<file path="src/rtl/seq_pkg.sv">
package seq_pkg;
  localparam int STATE_W   = 3;
  localparam int NUM_TASKS = 5;

  localparam logic [STATE_W-1:0] ST_HARD = 3'd0;
  localparam logic [STATE_W-1:0] ST_SOFT = 3'd1;
  localparam logic [STATE_W-1:0] ST_IDLE = 3'd2;
  localparam logic [STATE_W-1:0] ST_READ = 3'd3;
  localparam logic [STATE_W-1:0] ST_TAIL = 3'd4;

  // Strobes from the task logic to the register datapath
  typedef struct packed {
    logic [NUM_TASKS-1:0]              wrEn;
    logic [NUM_TASKS-1:0][STATE_W-1:0] nextVal;
  } seq_ctrl_t;
endpackage

</file>
<file path="src/rtl/seq_datapath.sv">
module seq_datapath
  import seq_pkg::*;
#(
  parameter int DIV = 4
) (
  input  logic               clk,
  input  logic               rst,
  input  seq_ctrl_t          ctrl,
  output logic               tick,
  output logic [STATE_W-1:0] state
);
  localparam int CNT_W = (DIV > 1) ? $clog2(DIV) : 1;
  localparam logic [CNT_W-1:0] CNT_LAST = CNT_W'(DIV - 1);

  logic [CNT_W-1:0]   divCnt;
  logic [STATE_W-1:0] muxVal;
  logic               anyWr;

  always_ff @(posedge clk) begin
    if (rst || divCnt == CNT_LAST) divCnt <= '0;
    else                           divCnt <= divCnt + 1'b1;
  end

  assign tick = (divCnt == CNT_LAST);

  // Released write port: only enabled writers contribute to the OR
  always_comb begin
    muxVal = '0;
    for (int i = 0; i < NUM_TASKS; i++) begin
      if (ctrl.wrEn[i]) muxVal = muxVal | ctrl.nextVal[i];
    end
  end

  assign anyWr = |ctrl.wrEn;

  always_ff @(posedge clk) begin
    if (rst)                state <= ST_HARD;
    else if (tick && anyWr) state <= muxVal;
  end

  // single writer on the port
  a_r9_one_writer: assert property (@(posedge clk) disable iff (rst)
    $onehot0(ctrl.wrEn));

  // state moves only after an enabled cycle
  a_r2_tick_only: assert property (@(posedge clk) disable iff (rst)
    (!$past(tick) && !$past(rst)) |-> $stable(state));

  // reset leaves the hard-reset code
  a_r1_reset_code: assert property (@(posedge clk) disable iff (rst)
    $past(rst) |-> (state == ST_HARD));
endmodule

</file>
<file path="src/rtl/seq_control.sv">
module seq_control
  import seq_pkg::*;
(
  input  logic                 clk,
  input  logic                 rst,
  input  logic [STATE_W-1:0]   state,
  input  logic                 tick,
  input  logic                 hardDone,
  input  logic                 softDone,
  input  logic                 rxNotEmpty,
  input  logic                 softReq,
  input  logic                 readDone,
  input  logic                 tailDone,
  output seq_ctrl_t            ctrl,
  output logic [NUM_TASKS-1:0] taskActive
);
  logic [NUM_TASKS-1:0]              finish;
  logic [NUM_TASKS-1:0][STATE_W-1:0] succ;

  // Per-task completion condition and successor code
  always_comb begin
    finish          = '0;
    succ            = '0;
    finish[ST_HARD] = hardDone;
    succ[ST_HARD]   = ST_TAIL;
    finish[ST_SOFT] = softDone;
    succ[ST_SOFT]   = ST_TAIL;
    finish[ST_IDLE] = rxNotEmpty | softReq;
    succ[ST_IDLE]   = softReq ? ST_SOFT : ST_READ;
    finish[ST_READ] = readDone;
    succ[ST_READ]   = ST_IDLE;
    finish[ST_TAIL] = tailDone;
    succ[ST_TAIL]   = ST_IDLE;
  end

  for (genvar i = 0; i < NUM_TASKS; i++) begin : g_task
    assign taskActive[i]   = (state == STATE_W'(i));
    assign ctrl.wrEn[i]    = taskActive[i] & tick & finish[i];
    assign ctrl.nextVal[i] = succ[i];
  end


  a_r3_hard_next: assert property (@(posedge clk) disable iff (rst)
    (state == ST_HARD && tick && hardDone) |=> (state == ST_TAIL));

  a_r4_soft_next: assert property (@(posedge clk) disable iff (rst)
    (state == ST_SOFT && tick && softDone) |=> (state == ST_TAIL));

  a_r5_idle_read: assert property (@(posedge clk) disable iff (rst)
    (state == ST_IDLE && tick && rxNotEmpty && !softReq) |=> (state == ST_READ));

  a_r6_idle_soft: assert property (@(posedge clk) disable iff (rst)
    (state == ST_IDLE && tick && softReq) |=> (state == ST_SOFT));

  a_r7_back_idle: assert property (@(posedge clk) disable iff (rst)
    (tick && ((state == ST_READ && readDone) || (state == ST_TAIL && tailDone)))
      |=> (state == ST_IDLE));
endmodule

</file>
<file path="src/rtl/task_seq_top.sv">
module task_seq_top
  import seq_pkg::*;
#(
  parameter int DIV = 4
) (
  input  logic                 clk,
  input  logic                 rst,
  input  logic                 hardDone,
  input  logic                 softDone,
  input  logic                 rxNotEmpty,
  input  logic                 softReq,
  input  logic                 readDone,
  input  logic                 tailDone,
  output logic                 tick,
  output logic [STATE_W-1:0]   state,
  output logic [NUM_TASKS-1:0] taskActive
);
  seq_ctrl_t ctrlBus;

  seq_control u_ctrl (
    .clk(clk), .rst(rst), .state(state), .tick(tick),
    .hardDone(hardDone), .softDone(softDone), .rxNotEmpty(rxNotEmpty),
    .softReq(softReq), .readDone(readDone), .tailDone(tailDone),
    .ctrl(ctrlBus), .taskActive(taskActive)
  );

  seq_datapath #(.DIV(DIV)) u_dp (
    .clk(clk), .rst(rst), .ctrl(ctrlBus), .tick(tick), .state(state)
  );
endmodule

</file>
<file path="config.mk">
export PLATFORM = sky130hd
export DESIGN_NAME = task_seq_top
export DESIGN_NICKNAME = d
export VERILOG_FILES = /design/src/rtl/seq_pkg.sv /design/src/rtl/seq_datapath.sv /design/src/rtl/seq_control.sv /design/src/rtl/task_seq_top.sv
export SDC_FILE = /design/constraint.sdc
export NUM_CORES = 1
export LEC_CHECK = 0
export BUFFER_PORTS_ARGS = -buffer_cell sky130_fd_sc_hd__buf_2
export CAP_MARGIN = 20
export CORE_MARGIN = 4
export CORE_UTILIZATION = 35
export DETAILED_ROUTE_END_ITERATION = 10
export MAX_ROUTING_LAYER = met4
export SYNTH_ARGS = -nofsm -noshare
export SYNTH_HDL_FRONTEND = slang
export SYNTH_HIERARCHICAL = 1
export SYNTH_SLANG_ARGS = --single-unit
export TNS_END_PERCENT = 100
</file>
<file path="constraint.sdc">
create_clock -name clk -period 2.05 [get_ports clk]
set_input_delay 0.205 -clock clk [delete_from_list [all_inputs] [get_ports clk]]
set_output_delay 0.205 -clock clk [all_outputs]
set_load 0.01 [all_outputs]
</file>
Word-level counts from Yosys, hierarchy flattened
Cells that the tools add are included.
{ "word_totals": {"register_bits": 5, "latchBits": 0, "ram_bits": 0, "rom_bits": 0, "inputBits": 8, "output_inout_bits": 9, "elab_cells": 30, "n_memories": 0} }
{ "op_classes": {"add_sub_neg": 1, "mul": 0, "div": 0, "order_cmp": 0, "n_eq_ne": 5, "shifts": 0, "n_mux": 6, "bitwise_logic": 12, "reduce_logical": 4} }
{ "op_table": {"columns": ["operator", "count"], "rows": [
  ["1-bit bitwise AND", 10],
  ["3-bit 2-to-1 mux", 3],
  ["3-bit by 2-bit equality test with 1-bit output (second input constant)", 2],
  ["2-bit 2-to-1 mux", 3],
  ["5-bit OR reduction", 1],
  ["3-bit by 1-bit equality test with 1-bit output (second input constant)", 1],
  ["3-bit equality test (second input constant)", 1],
  ["3-bit logical NOT", 1],
  ["3-bit by 2-bit bitwise OR with 3-bit output", 1],
  ["2-bit by 1-bit adder with 2-bit output (second input constant)", 1],
  ["2-bit equality test (second input constant)", 1],
  ["1-bit logical AND", 1],
  ["1-bit logical OR", 1],
  ["1-bit bitwise OR", 1]
]} }

Depth between registers and ports, before layout
{ "depth": {"word_depth": 9, "mapped_depth": 6, "ltp_nobuf": 6} }

Hierarchy
Netlist, hierarchy kept.
{ "modules_own_cells": {"columns": ["module", "n_inst", "cells_each", "area_per_inst_um2"], "rows": [
  ["seq_datapath", 1, 26, 265.3],
  ["seq_control", 1, 30, 217.7]
]} }

Worst setup path before layout
Ideal clock, no wire load.
{ "synth_path": {"path_type": "flip-flop to flip-flop", "from": "register u_dp.divCnt[0]", "to": "register u_dp.state[1]", "setup_time_ns": 0.074, "arrival_ns": 1.824, "path_slack_ns": 0.152, "path_stages_with_launch": 7, "path_buffers": 0, "synth_period_minus_slack_ns": 1.898, "cell_sequence": "dfxtp_1 > ha_1 > nor2b_2 > and4b_1 > or3_4 > o31a_1 > a31oi_1"} }
{ "synth_rtl": {"columns": ["item", "line", "text"], "rows": [
  ["start: declaration", "seq_datapath.sv:15", "logic [CNT_W-1:0] divCnt;"],
  ["start signal: assignment", "seq_datapath.sv:21", "else divCnt <= divCnt + 1'b1;"],
  ["end signal: assignment", "seq_datapath.sv:38", "else if (tick && anyWr) state <= muxVal;"],
  ["end: declaration", "seq_datapath.sv:10", "output logic [STATE_W-1:0] state"]
]} }

==> impl_metrics.csv <==
group,metric,value,unit
timing,finalSetupViolCount,0,
synth,synth_top_area_share,21.8,%
finish,final_layout_size_suffix_gt1_share,33.3,%
global_routing,grt_pass1_vias,389,
critical_path,worst_setup_path_end_kind,"flip-flop",
worst_hold_path,min_path_cells,2,
global_routing,grt_overflow_total,0,
synth,synth.distinct_cells,22,
synth,avgSynthCellArea,8.62,µm²
finish,utilization,42.7,%
place,placed_cells,86,
clocking,cts_tree,"built",
detailed_routing,drc,0,
synth,synthArstFlopShare,0,%
place,gp_congestion,0.715,
timing,fmax,533,MHz
global_routing,grt_first_pass_wirelength,1570,µm
global_routing,antenna_found_initial,0,
detailed_routing,wl_per_cell,10.2,µm
clocking,cts_hold_buffers,0,
floorplanning,core_area,1300,µm²
timing,min_period,1.88,ns
synth,yosysWarnings,6,
clocking,cts.repair.resized,0,
critical_path,critPathLaunchType,"flip-flop",
finish,nets,85,
clocking,post_cts_buffers,0,
clocking,cts_buffers,3,
clocking,clkTransAtPathRegs,0.04,ns
synth,netlist_instances,56,
synth,synth_commonest_cells,"buf_4 (14), dfxtp_1 (5)",
timing,hold_viol_final,0,
global_routing,track_usage,10.8,%
pwr,power.density,449,nW/µm²
synth,synth_area,483,µm²
detailed_routing,drt-total-wl,915,µm
timing,drv_slew,0,
detailed_routing,dr.pass1.iters,4,
detailed_routing,post_drt_via_cell_ratio,4.74,
pwr,leakagePower,0.289,nW
clocking,worstSkewPairLatency,0.24,ns
detailed_routing,drt_iter0_drc,17,
floorplanning,die_x,45.1,µm
synth,ys_ff_latch,5,
timing,rsz0062_at_grt,"false",
synth,synth_area_leaders,"buf_4 (22%), dfxtp_1 (21%), a222oi_1 (6.2%), o221ai_1 (5.4%), a22oi_1 (4.7%)",
floorplanning,io_pins,17,
floorplanning,num_rows,13,
floorplanning,initial_core_util,37.1,%
synth,yosys.area.top_type,"buf_4",
place,portBuffers,16,
global_routing,grt_start_max_net_pins,12,
timing,timing.final.crit_share,91.6,%
critical_path,worstPathArrival,2.04,ns
finish,n_antenna_cell,0,
timing,skew,0.00509,ns
job,cap_violations,0,
clocking,clock_path_buffers,2,
finish,final_cells,90,
synth,synth-edff-count,0,
clocking,cts_root_buf,"clkbuf_4",
synth,yosysSeqAreaShare,20.7,%
floorplanning,die_h,45.1,µm
synth,ys.flop_type,"dfxtp_1",
clocking,cts_max_level,1,
place,place_hpwl,727,µm
finish,syn2layout_area_growth,15.0,%
synth,yosysMostFrequentCell,"buf_4",
critical_path,worst-setup-path-type,"flip-flop to flip-flop",
pwr,ir_drop,0.000221,V
floorplanning,die-area,2040,µm²
detailed_routing,via_count,427,
critical_path,crit_required,2.21,ns
critical_path,r2r_cells,6,
status,status,"complete, no violations",
clocking,clock_sinks,5,
timing,tns,0,ns
critical_path,cp_max_fo,4,
worst_hold_path,min_path_type,"primary input to flip-flop",
detailed_routing,ant_nets,0,
-- critical path, stage by stage, from the launching register on --
cell	delay, ns
dfxtp_1	0.30
ha_1	0.20
nor2b_2	0.17
and4b_1	0.26
or3_4	0.41
o31a_1	0.28
a31oi_1	0.17
-- routing by layer --
metal	wire (µm)	global-route usage (%)	share of wire, %	up-vias
li1	-	-	-	230
met1	423	13.4	46	182
met2	415	16.4	45	15
met3	76	3.59	8.3	0
met4	0	3.51	0	0
met5	0	-	0	-
-- final cells by class --
type / instances / area [µm²]
inverters: 2 / 7.51
clock buffers: 4 / 26.3
multi-input cells: 47 / 315
flip-flops and latches: 5 / 100
repair buffers: 17 / 87.6
fillers: 145 / 746
well taps: 15 / 18.8
-- registers in the layout, summed over array words and instances (netlist names) --
signal,count
u_dp/state,3
u_dp/divCnt,2
-- report_power, final --
group          leakage [nW]  switching (mW)  internal (mW)  total, mW
Clock                0.0150          0.0385         0.0735      0.112
Sequential           0.0408         0.00213          0.103      0.105
Combinational         0.233          0.0165         0.0160     0.0325
Total                 0.289          0.0571          0.193      0.250
-- cells by family (layout without fill, tap and decap cells) --
family	after synthesis	after routing	synth area share, %
AO/OA/AOI/OAI	13	13	22.0
other	2	14	1.55
buffers and inverters	16	23	23.3
flip-flops	5	5	20.7
AND/OR/NAND/NOR	19	19	29.8
adder cells (fa/ha/maj)	1	1	2.59
-- worst paths after layout --
check	startpoint	to	slack, ns
worst max-delay path	u_dp/divCnt[0]	u_dp/state[1]	0.17
worst min register to register	u_dp/divCnt[0]	u_dp/divCnt[0]	0.43
worst min-delay path	rst	u_dp/divCnt[0]	0.15
worst max register to register	u_dp/divCnt[0]	u_dp/state[1]	0.17
-- placed cells by master, fill, tap and decap left out, drive strengths merged --
cell type and instances:
clkbuf 4, o221ai 3, and3b 1, or3 4, and2 1, and4 2, o31a 1, ha 1
a22oi 3, and3 1, nor2 2, and4b 1, dfxtp 5, conb 14, inv 2, and4bb 1
nor2b 1, buf 17, nor3b 3, a222oi 3, nor3 2, a31oi 3
-- stage by stage --
step	total power, mW	cell area [µm²]	hold slack (ns)	setup slack, ns
2_1_floorplan	0.145	528	0.276	0.152
3_3_place_gp	0.139	529	0.400	0.168
3_5_place_dp	0.139	529	0.405	0.177
4_1_cts	0.255	556	0.147	0.154
5_1_grt	0.270	556	0.152	0.0349
6_report	0.250	556	0.153	0.173
(Power assumes the default switching activity.)
